<file path="src/rtl/pte_pkg.sv">
package pte_pkg;
  localparam int unsigned PIX_W_D     = 8;
  localparam int unsigned STEP_LOG2_D = 3;
  localparam int unsigned LEVELS_D    = 32;
  localparam int unsigned WORD_W_D    = 64;
  localparam int unsigned CHANNELS_D  = 3;
  localparam int unsigned ROWS_D      = 32;
  localparam int unsigned COLS_D      = 32;

  function automatic int unsigned idx_w(int unsigned n);
    return (n > 1) ? $clog2(n) : 1;
  endfunction
endpackage

</file>
<file path="src/rtl/pte_quant.sv">
module pte_quant #(
  parameter int unsigned PIX_W     = pte_pkg::PIX_W_D,
  parameter int unsigned STEP_LOG2 = pte_pkg::STEP_LOG2_D,
  parameter int unsigned LEVELS    = pte_pkg::LEVELS_D,
  localparam int unsigned LVL_W    = $clog2(LEVELS + 1)
) (
  input  logic [PIX_W-1:0] pix_i,
  output logic [LVL_W-1:0] level_o
);
  localparam int unsigned SUM_W = PIX_W + 1;
  localparam logic [SUM_W-1:0] HALF = SUM_W'(1) << (STEP_LOG2 - 1);
  localparam logic [SUM_W-1:0] SAT  = SUM_W'(LEVELS);

  logic [SUM_W-1:0] sum, quo;

  // round to nearest, then cap at the level count
  always_comb begin
    sum = {1'b0, pix_i} + HALF;
    quo = sum >> STEP_LOG2;
    level_o = (quo > SAT) ? LVL_W'(LEVELS) : LVL_W'(quo);
  end
endmodule

</file>
<file path="src/rtl/pte_therm.sv">
module pte_therm #(
  parameter int unsigned LEVELS = pte_pkg::LEVELS_D,
  parameter int unsigned WORD_W = pte_pkg::WORD_W_D,
  localparam int unsigned LVL_W = $clog2(LEVELS + 1)
) (
  input  logic [LVL_W-1:0]  level_i,
  output logic [WORD_W-1:0] word_o
);
  for (genvar i = 0; i < LEVELS; i++) begin : g_bit
    assign word_o[WORD_W-1-i] = (level_i > LVL_W'(i));
  end

  if (WORD_W > LEVELS) begin : g_pad
    assign word_o[WORD_W-LEVELS-1:0] = '0;
  end
endmodule

</file>
<file path="src/rtl/pte_pos.sv">
module pte_pos #(
  parameter int unsigned CHANNELS = pte_pkg::CHANNELS_D,
  parameter int unsigned ROWS     = pte_pkg::ROWS_D,
  parameter int unsigned COLS     = pte_pkg::COLS_D,
  localparam int unsigned CH_W    = pte_pkg::idx_w(CHANNELS),
  localparam int unsigned ROW_W   = pte_pkg::idx_w(ROWS),
  localparam int unsigned COL_W   = pte_pkg::idx_w(COLS)
) (
  input  logic             clk_i,
  input  logic             rst_ni,
  input  logic             adv_i,
  output logic [CH_W-1:0]  chan_o,
  output logic [ROW_W-1:0] row_o,
  output logic [COL_W-1:0] col_o,
  output logic             last_o
);
  logic col_end, row_end, chan_end;

  assign col_end  = (col_o  == COL_W'(COLS - 1));
  assign row_end  = (row_o  == ROW_W'(ROWS - 1));
  assign chan_end = (chan_o == CH_W'(CHANNELS - 1));
  assign last_o   = col_end && row_end && chan_end;

  always_ff @(posedge clk_i or negedge rst_ni) begin
    if (!rst_ni) begin
      col_o  <= '0;
      row_o  <= '0;
      chan_o <= '0;
    end else if (adv_i) begin
      col_o <= col_end ? '0 : col_o + 1'b1;
      if (col_end) begin
        row_o <= row_end ? '0 : row_o + 1'b1;
        if (row_end) chan_o <= chan_end ? '0 : chan_o + 1'b1;
      end
    end
  end
endmodule

</file>
<file path="src/rtl/pte_enc.sv">
module pte_enc #(
  parameter int unsigned PIX_W     = pte_pkg::PIX_W_D,
  parameter int unsigned STEP_LOG2 = pte_pkg::STEP_LOG2_D,
  parameter int unsigned LEVELS    = pte_pkg::LEVELS_D,
  parameter int unsigned WORD_W    = pte_pkg::WORD_W_D,
  parameter int unsigned CHANNELS  = pte_pkg::CHANNELS_D,
  parameter int unsigned ROWS      = pte_pkg::ROWS_D,
  parameter int unsigned COLS      = pte_pkg::COLS_D,
  localparam int unsigned LVL_W    = $clog2(LEVELS + 1),
  localparam int unsigned CH_W     = pte_pkg::idx_w(CHANNELS),
  localparam int unsigned ROW_W    = pte_pkg::idx_w(ROWS),
  localparam int unsigned COL_W    = pte_pkg::idx_w(COLS)
) (
  input  logic              clk_i,
  input  logic              rst_ni,
  input  logic              in_valid_i,
  output logic              in_ready_o,
  input  logic [PIX_W-1:0]  in_pixel_i,
  output logic              out_valid_o,
  input  logic              out_ready_i,
  output logic [WORD_W-1:0] out_word_o,
  output logic              out_last_o,
  output logic [CH_W-1:0]   out_chan_o,
  output logic [ROW_W-1:0]  out_row_o,
  output logic [COL_W-1:0]  out_col_o
);
  logic [LVL_W-1:0]  level;
  logic [WORD_W-1:0] code;
  logic [CH_W-1:0]   pos_chan;
  logic [ROW_W-1:0]  pos_row;
  logic [COL_W-1:0]  pos_col;
  logic              pos_last;
  logic              accept;

  assign in_ready_o = !out_valid_o || out_ready_i;
  assign accept     = in_valid_i && in_ready_o;

  pte_quant #(.PIX_W(PIX_W), .STEP_LOG2(STEP_LOG2), .LEVELS(LEVELS)) i_quant (
    .pix_i   (in_pixel_i),
    .level_o (level)
  );

  pte_therm #(.LEVELS(LEVELS), .WORD_W(WORD_W)) i_therm (
    .level_i (level),
    .word_o  (code)
  );

  pte_pos #(.CHANNELS(CHANNELS), .ROWS(ROWS), .COLS(COLS)) i_pos (
    .clk_i  (clk_i),
    .rst_ni (rst_ni),
    .adv_i  (accept),
    .chan_o (pos_chan),
    .row_o  (pos_row),
    .col_o  (pos_col),
    .last_o (pos_last)
  );

  always_ff @(posedge clk_i or negedge rst_ni) begin
    if (!rst_ni) begin
      out_valid_o <= 1'b0;
    end else if (accept) begin
      out_valid_o <= 1'b1;
    end else if (out_ready_i) begin
      out_valid_o <= 1'b0;
    end
  end

  // payload needs no reset: qualified by out_valid_o
  always_ff @(posedge clk_i) begin
    if (accept) begin
      out_word_o <= code;
      out_last_o <= pos_last;
      out_chan_o <= pos_chan;
      out_row_o  <= pos_row;
      out_col_o  <= pos_col;
    end
  end
endmodule

</file>
<file path="config.mk">
export PLATFORM = sky130hd
export DESIGN_NAME = pte_enc
export DESIGN_NICKNAME = d
export VERILOG_FILES = /design/src/rtl/pte_pkg.sv /design/src/rtl/pte_quant.sv /design/src/rtl/pte_therm.sv /design/src/rtl/pte_pos.sv /design/src/rtl/pte_enc.sv
export SDC_FILE = /design/constraint.sdc
export NUM_CORES = 1
export LEC_CHECK = 0
export ABC_CLOCK_PERIOD_IN_PS = 2000
export BUFFER_PORTS_ARGS = -buffer_cell sky130_fd_sc_hd__buf_2
export CORE_ASPECT_RATIO = 0.9
export CORE_MARGIN = 5
export CORE_UTILIZATION = 48
export CTS_BUF_LIST = sky130_fd_sc_hd__clkbuf_8
export DETAILED_ROUTE_END_ITERATION = 6
export GPL_TIMING_DRIVEN = 0
export PLACE_DENSITY = 0.78
export SKIP_CTS_REPAIR_TIMING = 1
export SKIP_LAST_GASP = 1
export SLEW_MARGIN = 10
export SYNTH_ARGS = -nofsm -noshare
export SYNTH_HDL_FRONTEND = slang
export SYNTH_SLANG_ARGS = --single-unit
</file>
<file path="constraint.sdc">
create_clock -name clk_i -period 2 [get_ports clk_i]
set_clock_uncertainty 0.2 [all_clocks]
set_input_delay 0.3 -clock clk_i [delete_from_list [all_inputs] [get_ports clk_i]]
set_output_delay 0.3 -clock clk_i [all_outputs]
set_load 0.02 [all_outputs]
</file>
== Word-level counts from Yosys, hierarchy flattened ==
Index checks and enable logic that the tools add are counted.

* Logic and storage cells: 63
* Input port bits: 12
* Output and inout bits: 79
* Register bits after elaboration: 58

* $lt $le $gt $ge: 33
* Eq/ne operators: 3
* Reductions and logical operators: 8
* Add/sub/neg operators: 4
* Mux-type cells: 6

{| class="wikitable"
|+ Operator list
! kind !! count
|-
| 6-bit by 5-bit greater-than comparator with 1-bit output (second input constant) || 16
|-
| 6-bit by 4-bit greater-than comparator with 1-bit output (second input constant) || 8
|-
| 6-bit by 3-bit greater-than comparator with 1-bit output (second input constant) || 4
|-
| 6-bit by 1-bit greater-than comparator with 1-bit output (second input constant) || 2
|-
| 6-bit by 2-bit greater-than comparator with 1-bit output (second input constant) || 2
|-
| 5-bit by 1-bit adder with 5-bit output (second input constant) || 2
|-
| 5-bit == test (second input constant) || 2
|-
| 5-bit two-way mux || 2
|-
| 8-bit by 3-bit adder with 9-bit output (second input constant) || 1
|-
| 6-bit greater-than comparator (second input constant) || 1
|-
| 6-bit two-way mux || 1
|-
| 1-bit logical AND || 3
|-
| 3-bit AND reduction || 1
|-
| 2-bit by 1-bit adder with 2-bit output (second input constant) || 1
|-
| 2-bit == test (second input constant) || 1
|-
| 1-bit two-way mux || 2
|-
| 2-bit two-way mux || 1
|-
| 2-bit AND reduction || 1
|-
| 2-bit nonzero test || 1
|-
| 1-bit zero test || 1
|-
| 1-bit logical OR || 1
|}

== Depth between registers and ports, before layout ==
Gate-level depths: netlist of run 1.

* Depth after elaboration: 4
* Mapped depth: 6
* Mapped depth without buffers: 6

== Cells and area by module ==
Synthesis of run 1 repeated with hierarchy kept, for this count alone.

* Cell total of the unflattened synthesis: 244
* Area total of the unflattened synthesis: 3648.5 µm²

{| class="wikitable"
|+ Modules (own cells, without submodules)
! module !! area an instance (µm²) !! instances !! seq. area each (µm²) !! cells each
|-
| pte_enc || 2366.0 || 1 || 2337.2 || 81
|-
| pte_pos || 598.1 || 1 || 300.3 || 54
|-
| pte_therm || 571.8 || 1 || 0.0 || 94
|-
| pte_quant || 112.6 || 1 || 0.0 || 15
|}

== Least setup slack after synthesis of run 1 ==
Ideal clock, no wire load.

* Path type: register to register
* Start point: reg out_valid_o
* End point: reg out_chan_o[0] (enable)
* Required time: 1.401 ns
* Arrival: 1.882 ns
* Slack: -0.481 ns
* Stages on the path, launching flop included: 4
* Clock period less this slack: 2.481 ns
* Setup time: 0.399 ns
* Buffers on the path: 0
* Cell sequence: dfrtp_1 > nand2b_1 > nand2_1 > inv_1

* Cells in the longest elaborated chain, start to end: 3

{| class="wikitable"
|+ RTL lines
! element !! line !! source
|-
| start: declaration || pte_enc.sv:19 || <nowiki>output logic out_valid_o,</nowiki>
|-
| start signal: assignment || pte_enc.sv:60 || <nowiki>out_valid_o <= 1'b0;</nowiki>
|-
| start signal: assignment || pte_enc.sv:62 || <nowiki>out_valid_o <= 1'b1;</nowiki>
|-
| start signal: assignment || pte_enc.sv:64 || <nowiki>out_valid_o <= 1'b0;</nowiki>
|-
| 1-bit zero test || pte_enc.sv:35 || <nowiki>assign in_ready_o = !out_valid_o || out_ready_i;</nowiki>
|-
| 1-bit logical OR || pte_enc.sv:35 ||
|-
| net in_ready_o || pte_enc.sv:17 || <nowiki>output logic in_ready_o,</nowiki>
|-
| 1-bit logical AND || pte_enc.sv:36 || <nowiki>assign accept = in_valid_i && in_ready_o;</nowiki>
|-
| net accept || pte_enc.sv:33 || <nowiki>logic accept;</nowiki>
|-
| end signal: assignment || pte_enc.sv:73 || <nowiki>out_chan_o <= pos_chan;</nowiki>
|-
| end: declaration || pte_enc.sv:23 || <nowiki>output logic [CH_W-1:0] out_chan_o,</nowiki>
|}

The timed path passes the listed nets, and every way through them passes these cells.
A chain may end at the register's enable or synchronous reset.

== Final worst setup path of run 1 ==
* Start point: reg i_pos.col_o[1]
* End point: reg i_pos.chan_o[1]

* Cells in the longest elaborated chain, start to end: 2

{| class="wikitable"
|+ RTL lines
! element !! line !! source
|-
| start: declaration || pte_pos.sv:14 || <nowiki>output logic [COL_W-1:0] col_o,</nowiki>
|-
| start signal: assignment || pte_pos.sv:30 || <nowiki>col_o <= col_end ? '0 : col_o + 1'b1;</nowiki>
|-
| 5-bit == test || pte_pos.sv:19 || <nowiki>assign col_end = (col_o == COL_W'(COLS - 1));</nowiki>
|-
| 3-bit AND reduction (no source line) || -- ||
|-
| end signal: assignment || pte_pos.sv:33 || <nowiki>if (row_end) chan_o <= chan_end ? '0 : chan_o + 1'b1;</nowiki>
|-
| end: declaration || pte_pos.sv:12 || <nowiki>output logic [CH_W-1:0] chan_o,</nowiki>
|}

Every way passes these cells.

==> flow_summary.ini, run 1 <==
[run_status]
run_status = complete, no violations

[clock_tree]
clock_sink_count = 58
clk_pin_slew_worst_paths_ns = 0.06
cts_htree_levels = 3
clockBufferDepth = 2
cts_tree = yes
clkLatencyLatePin_ns = 0.33
root_buffer = clkbuf_8
cts_inserted_buffers = 9

[floorplan]
top_level_ports = 91
std_cell_rows = 27
die_ht_um = 84.9
chipWidth_um = 93.2
die_area_sq_um = 7920
core_region_area_sq_um = 6080
initial_core_utilization = 0.492

[sta]
fmax_mhz = 522
min_cycle_time_layout_ns = 1.92
max-slew-margin-rel = 0.667
timing_worst_slew_pin_value_ns = 0.498
final_slew_viol_count = 0
setup_repair_after_global_routing_missed_its_margin = no
period_share = 0.958
setup_viol = 0
hold_viol = 0

[global_route]
gr-max-usage-layer = met2
maximum_number_of_pins_on_one_net_before_global_route_repair = 46
met2_usage = 0.244
aggregate_global_routing_overflow = 0
global_route.usage.total = 0.170
grt_use_met1 = 0.232
number_of_global_route_vias_before_repair = 2204
wire_length_of_the_first_global_routing_pass_mm = 10.6
antenna_found_initial = 0
grt_util_met3 = 0.0621

[pwr]
max-vdd-ir-drop_mv = 0.354
power.density_nw_per_um2 = 856
power_leakage_nw = 1.67
power.total_mw = 3.21

[layout]
finalInstanceArea_sq_um = 3750
post_route_cells_drive_above_1_share = 0.362
area_delta_synth_final_pct = 25.3
final_nets = 385
antenna_cells = 0
fill_cells = 500

[synthesis]
syn-mean-instance-area_sq_um = 11.2
postSynthCellCount = 267
yosys.cell_types.count = 57
yosys.area.top_type_share = 0.452
synth.largest_area_cell = edfxtp_1
synth_edf_count = 45
synthesis.yosys.warnings = 0
yosysSeqAreaShare = 0.560
mappedNetlistArea_sq_um = 2990
synth-async-reset-ratio = 0.224
netlist_top_cells_area = edfxtp_1, dfrtp_1, buf_4
synthFlopType = edfxtp_1
register_bit_total_from_synthesis = 58

[critical_path]
critPathArrivalTime_ns = 1.93
setup.worst_path.class = register to register
cp-end-kind = register
crit_fanout = 7
critPathLaunchType = register
cp_data_required_time_ns = 2.02

[route]
residual_drc_count = 0
wl_per_cell_um = 14.5
drt_pass1_iterations = 4
detailedRoute.firstIterationViolations = 171
drt-total-wl_mm = 6.44
viasPerCell = 5.16
post_route_ant_nets = 0
detailroute.via_count = 2295

[placed_design]
dpl-instance-area_sq_um = 3490
gpl.final_weighted_congestion = 0.896
numPortBuffers = 55
dp.final_hpwl_mm = 4.55

[hold_path]
timing.hold.worst.class = primary input to register

[flow_run]
cap_violations = 0
final timing paths:
check / slack (ns) / to / depth (start not counted) / startpoint
min in group asynchronous: 0.19 / i_pos.row_o[1] / 2 / rst_ni
setup reg to reg: 0.08 / i_pos.chan_o[1] / 6 / i_pos.col_o[1]
hold / removal: 0.08 / out_valid_o / 2 / in_valid_i
max in group asynchronous: 1.15 / out_valid_o / 2 / rst_ni
setup / recovery: 0.08 / i_pos.chan_o[1] / 6 / i_pos.col_o[1]
hold reg to reg: 0.31 / out_col_o[1] / 0 / i_pos.col_o[1]
layout by cell type (no fill, tap or decap), drive strengths merged, types with 2 or more instances in the layout:
master    count
inv           7
a21oi        13
clkbuf       17
clkinv        5
nand2        25
ha            5
xnor2         2
clkinvlp      2
nor3          5
edfxtp       45
nand2b        4
and4          2
o22ai         4
nand3        11
dfrtp        13
buf          97
a311oi        2
nand4         2
and2          3
mux2          5
or2           3
or3           3
o21ai        21
conb         32
nor2          9
and3          3
a21bo         2
xor2          2
a21boi        3
a21o          5
cell usage after synthesis, drive strengths merged, types with 2 or more instances:
cell / instances
or2: 3
o21ai: 21
or3: 3
a21bo: 2
a21boi: 3
nor3: 5
and4: 2
dfrtp: 13
xnor2: 2
nor2: 9
clkbuf: 6
and3: 3
ha: 5
nand2b: 4
nand3: 11
edfxtp: 45
nand4: 2
a21o: 5
mux2: 5
and2: 3
o22ai: 4
a21oi: 13
buf: 40
a311oi: 2
nand2: 25
inv: 8
xor2: 2
power by group:
| part | internal [mW] | total, mW | switching (mW) |
|---|---|---|---|
| Sequential | 1.47 | 1.55 | 0.0836 |
| Combinational | 0.281 | 0.710 | 0.428 |
| Clock | 0.509 | 0.953 | 0.444 |
final cells by class:
| type | instances | area (sq um) | share of cell area |
|---|---|---|---|
| flip-flops and latches | 58 | 1680 | 0.447 |
| inverters | 8 | 33.8 | 0.00901 |
| clock buffers | 11 | 151 | 0.0404 |
| plain buffers | 46 | 309 | 0.0824 |
| multi-input cells | 186 | 1150 | 0.307 |
| clock inverters | 5 | 28.8 | 0.00767 |
| repair buffers | 58 | 300 | 0.0801 |
| well taps | 72 | 90.1 | 0.0240 |
| repair inverters | 1 | 7.51 | 0.00200 |
worst max-delay path, stage by stage (launching register included):
cell,delay (ns)
dfrtp_1,0.40
ha_1,0.21
and3_1,0.20
ha_4,0.19
and3_4,0.16
nand2_1,0.09
mux2_2,0.34
sequential cells by signal (all words and copies together), names as in the netlist:
name and flops:
out_chan_o 2, out_row_o 5, i_pos.row_o 5, out_last_o 1, i_pos.col_o 5, out_valid_o 1
out_col_o 5, i_pos.chan_o 2, out_word_o 32
cells by family (layout without fill, tap and decap cells):
group,Yosys count,count (layout),synth area share
mux,5,5,0.0188
buf+inv,54,129,0.113
xor+xnor,4,4,0.0117
simple gates,76,76,0.133
flops,58,58,0.560
fa+ha+maj,5,5,0.0209
other cells,1,32,0.00125
compound gates,64,64,0.142
routing by layer:
layer,up-vias,part of all wire
met1,1046,0.45
met2,119,0.45
met3,12,0.086
li1,1118,-
met4,0,0.017
met5,-,0
per-stage QoR:
step	setup WS, ns	util	instances	hold WS (ns)	TNS, ns
after global routing	0.00568	0.617	445	0.0868	0
after global placement	-0.435	0.574	425	0.00883	-15.88
after floorplan	0.0332	-	298	-0.196	0
final	0.0839	0.617	445	0.0813	0
after CTS	-0.143	0.603	441	-0.357	-6.68
after detailed placement	-0.484	0.574	425	0.00881	-18.70
(Power assumes the default switching activity.)
==> inputs of run 2 (changes only) <==
--- a/config.mk
+++ b/config.mk
@@ -14,6 +14,7 @@
 export DETAILED_ROUTE_END_ITERATION = 6
 export GPL_TIMING_DRIVEN = 0
 export PLACE_DENSITY = 0.78
+export RECOVER_POWER = 50
 export SKIP_CTS_REPAIR_TIMING = 1
 export SKIP_LAST_GASP = 1
 export SLEW_MARGIN = 10
==> flow_summary.ini, run 2 (synthesis gave the netlist of run 1 again) <==
[run_status]
run_status = complete, no violations

[placed_design]
numPortBuffers = 55
place.detailed.instances = 425
dp.final_hpwl_mm = 4.55
gpl.final_weighted_congestion = 0.896

[hold_path]
timing.hold.worst.class = primary input to register
hp-start = in_valid_i

[layout]
number_of_flip_flops_under_the_largest_register_name = 32
most_frequent_cells_in_the_layout = clkbuf_1, edfxtp_1, buf_4
sequential_cell_area_sq_um = 1680
area_delta_synth_final_pct = 23.2
registers.top_by_ff_count = out_word_o
fill_cells = 522
final_common_cell = clkbuf_1
post_route_cells_drive_above_1_share = 0.231
final_core_util = 0.606
stdcell_count = 445
antenna_cells = 0
final_nets = 385
multi_input_area_sq_um = 1150

[pwr]
power.density_nw_per_um2 = 867
clock_power_share = 0.300
p_switching_uw = 963
power.total_mw = 3.19
power.sequential.fraction = 0.486
power.share.combinational = 0.215
power_leakage_nw = 1.54
max-vdd-ir-drop_mv = 0.350
switching_share = 0.301
internal_power_mw = 2.23

[sta]
timing.setup.tns_ns = 0
timing_worst_slew_pin_value_ns = 0.742
hold_viol = 0
fmax_mhz = 521
max-slew-margin-rel = 0.505
min_cycle_time_layout_ns = 1.92
period_share = 0.959
setup_viol = 0
final_slew_viol_count = 0
setup_repair_after_global_routing_missed_its_margin = no

[clock_tree]
cts_tree = yes
clk_pin_slew_worst_paths_ns = 0.06
cts_inserted_buffers = 9
cts_htree_levels = 3
clockBufferDepth = 2
clock_sink_count = 58
clkLatencyLatePin_ns = 0.33
root_buffer = clkbuf_8

[floorplan]
std_cell_rows = 27
top_level_ports = 91
initial_core_utilization = 0.492
die_area_sq_um = 7920
chipWidth_um = 93.2
die_ht_um = 84.9
core_region_area_sq_um = 6080

[critical_path]
crit_path_start = i_pos.col_o[1]
critPathArrivalTime_ns = 1.94
crit_fanout = 7
cp-end-kind = register
setup.worst_path.class = register to register
worstReg2RegStart = i_pos.col_o[1]
critPathLaunchType = register
cp_data_required_time_ns = 2.02

[route]
detailedRoute.firstIterationViolations = 155
drt-total-wl_mm = 6.51
detailroute.via_count = 2299
post_route_ant_nets = 0
residual_drc_count = 0
drt_pass1_iterations = 4
viasPerCell = 5.17
wl_per_cell_um = 14.6

[global_route]
aggregate_global_routing_overflow = 0
antenna_found_initial = 0
number_of_global_route_vias_before_repair = 2204
wire_length_of_the_first_global_routing_pass_mm = 10.6
maximum_number_of_pins_on_one_net_before_global_route_repair = 46
global_route.usage.total = 0.170

[flow_run]
cap_violations = 0
## run 2: cell types whose count changed in the layout (fill, tap and decap cells not counted)
cell	previous run	this run
buf_1	1	0
nand2b_2	1	0
nand2b_1	3	4
buf_2	61	14
buf_4	34	33
clkbuf_1	5	54
## run 2: worst paths after layout
kind                              endpoint  slack [ns]  cells past startpoint
setup / recovery           i_pos.chan_o[1]        0.08                      6
hold / removal                 out_valid_o        0.08                      2
setup reg to reg           i_pos.chan_o[1]        0.08                      6
hold reg to reg               out_col_o[1]        0.31                      0
max in group asynchronous      out_valid_o        0.75                      2
min in group asynchronous   i_pos.row_o[1]        0.34                      2
## run 2: worst max-delay path, cell delays in order, from the launching register on
cell	delay, ns
dfrtp_1	0.40
ha_1	0.21
and3_1	0.20
ha_4	0.19
and3_4	0.16
nand2_1	0.09
mux2_2	0.34
## run 2: stage by stage
stage	setup slack [ns]	hold WS, ns	instance area (sq um)
after floorplan	0.0332	-0.196	3120
after global placement	-0.435	0.00883	3490
after detailed placement	-0.484	0.00881	3490
after CTS	-0.143	-0.357	3670
after global routing	0.00569	0.0868	3690
final	0.0820	0.0776	3690
## run 2: layout make-up
| type | count | share of cell area |
|---|---|---|
| Buffer | 46 | 0.0838 |
| Tap cell | 72 | 0.0244 |
| Multi-Input combinational cell | 186 | 0.312 |
| Clock inverter | 5 | 0.00781 |
| Sequential cell | 58 | 0.455 |
| Timing Repair Buffer | 58 | 0.0645 |
| Clock buffer | 11 | 0.0411 |
| Inverter | 8 | 0.00916 |
| Timing Repair inverter | 1 | 0.00204 |
## run 2: power groups by stage
stage	Sequential (mW)	Combinational [mW]	Clock, mW
2_1_floorplan	1.65	0.392	0
3_3_place_gp	1.57	0.631	0
3_5_place_dp	1.58	0.650	0
4_1_cts	1.55	0.652	0.974
5_1_grt	1.57	0.767	1.04
6_report	1.55	0.686	0.957
## run 2: metal layers
| layer | wire, um | track usage | up-vias | share of wire |
|---|---|---|---|---|
| met4 | 146 | 0.0719 | 0 | 0.022 |
| met1 | 2860 | 0.232 | 1041 | 0.44 |
| met5 | 0 | 0 | - | 0 |
| met2 | 2890 | 0.244 | 129 | 0.44 |
| met3 | 617 | 0.0621 | 12 | 0.095 |
| li1 | - | - | 1117 | - |
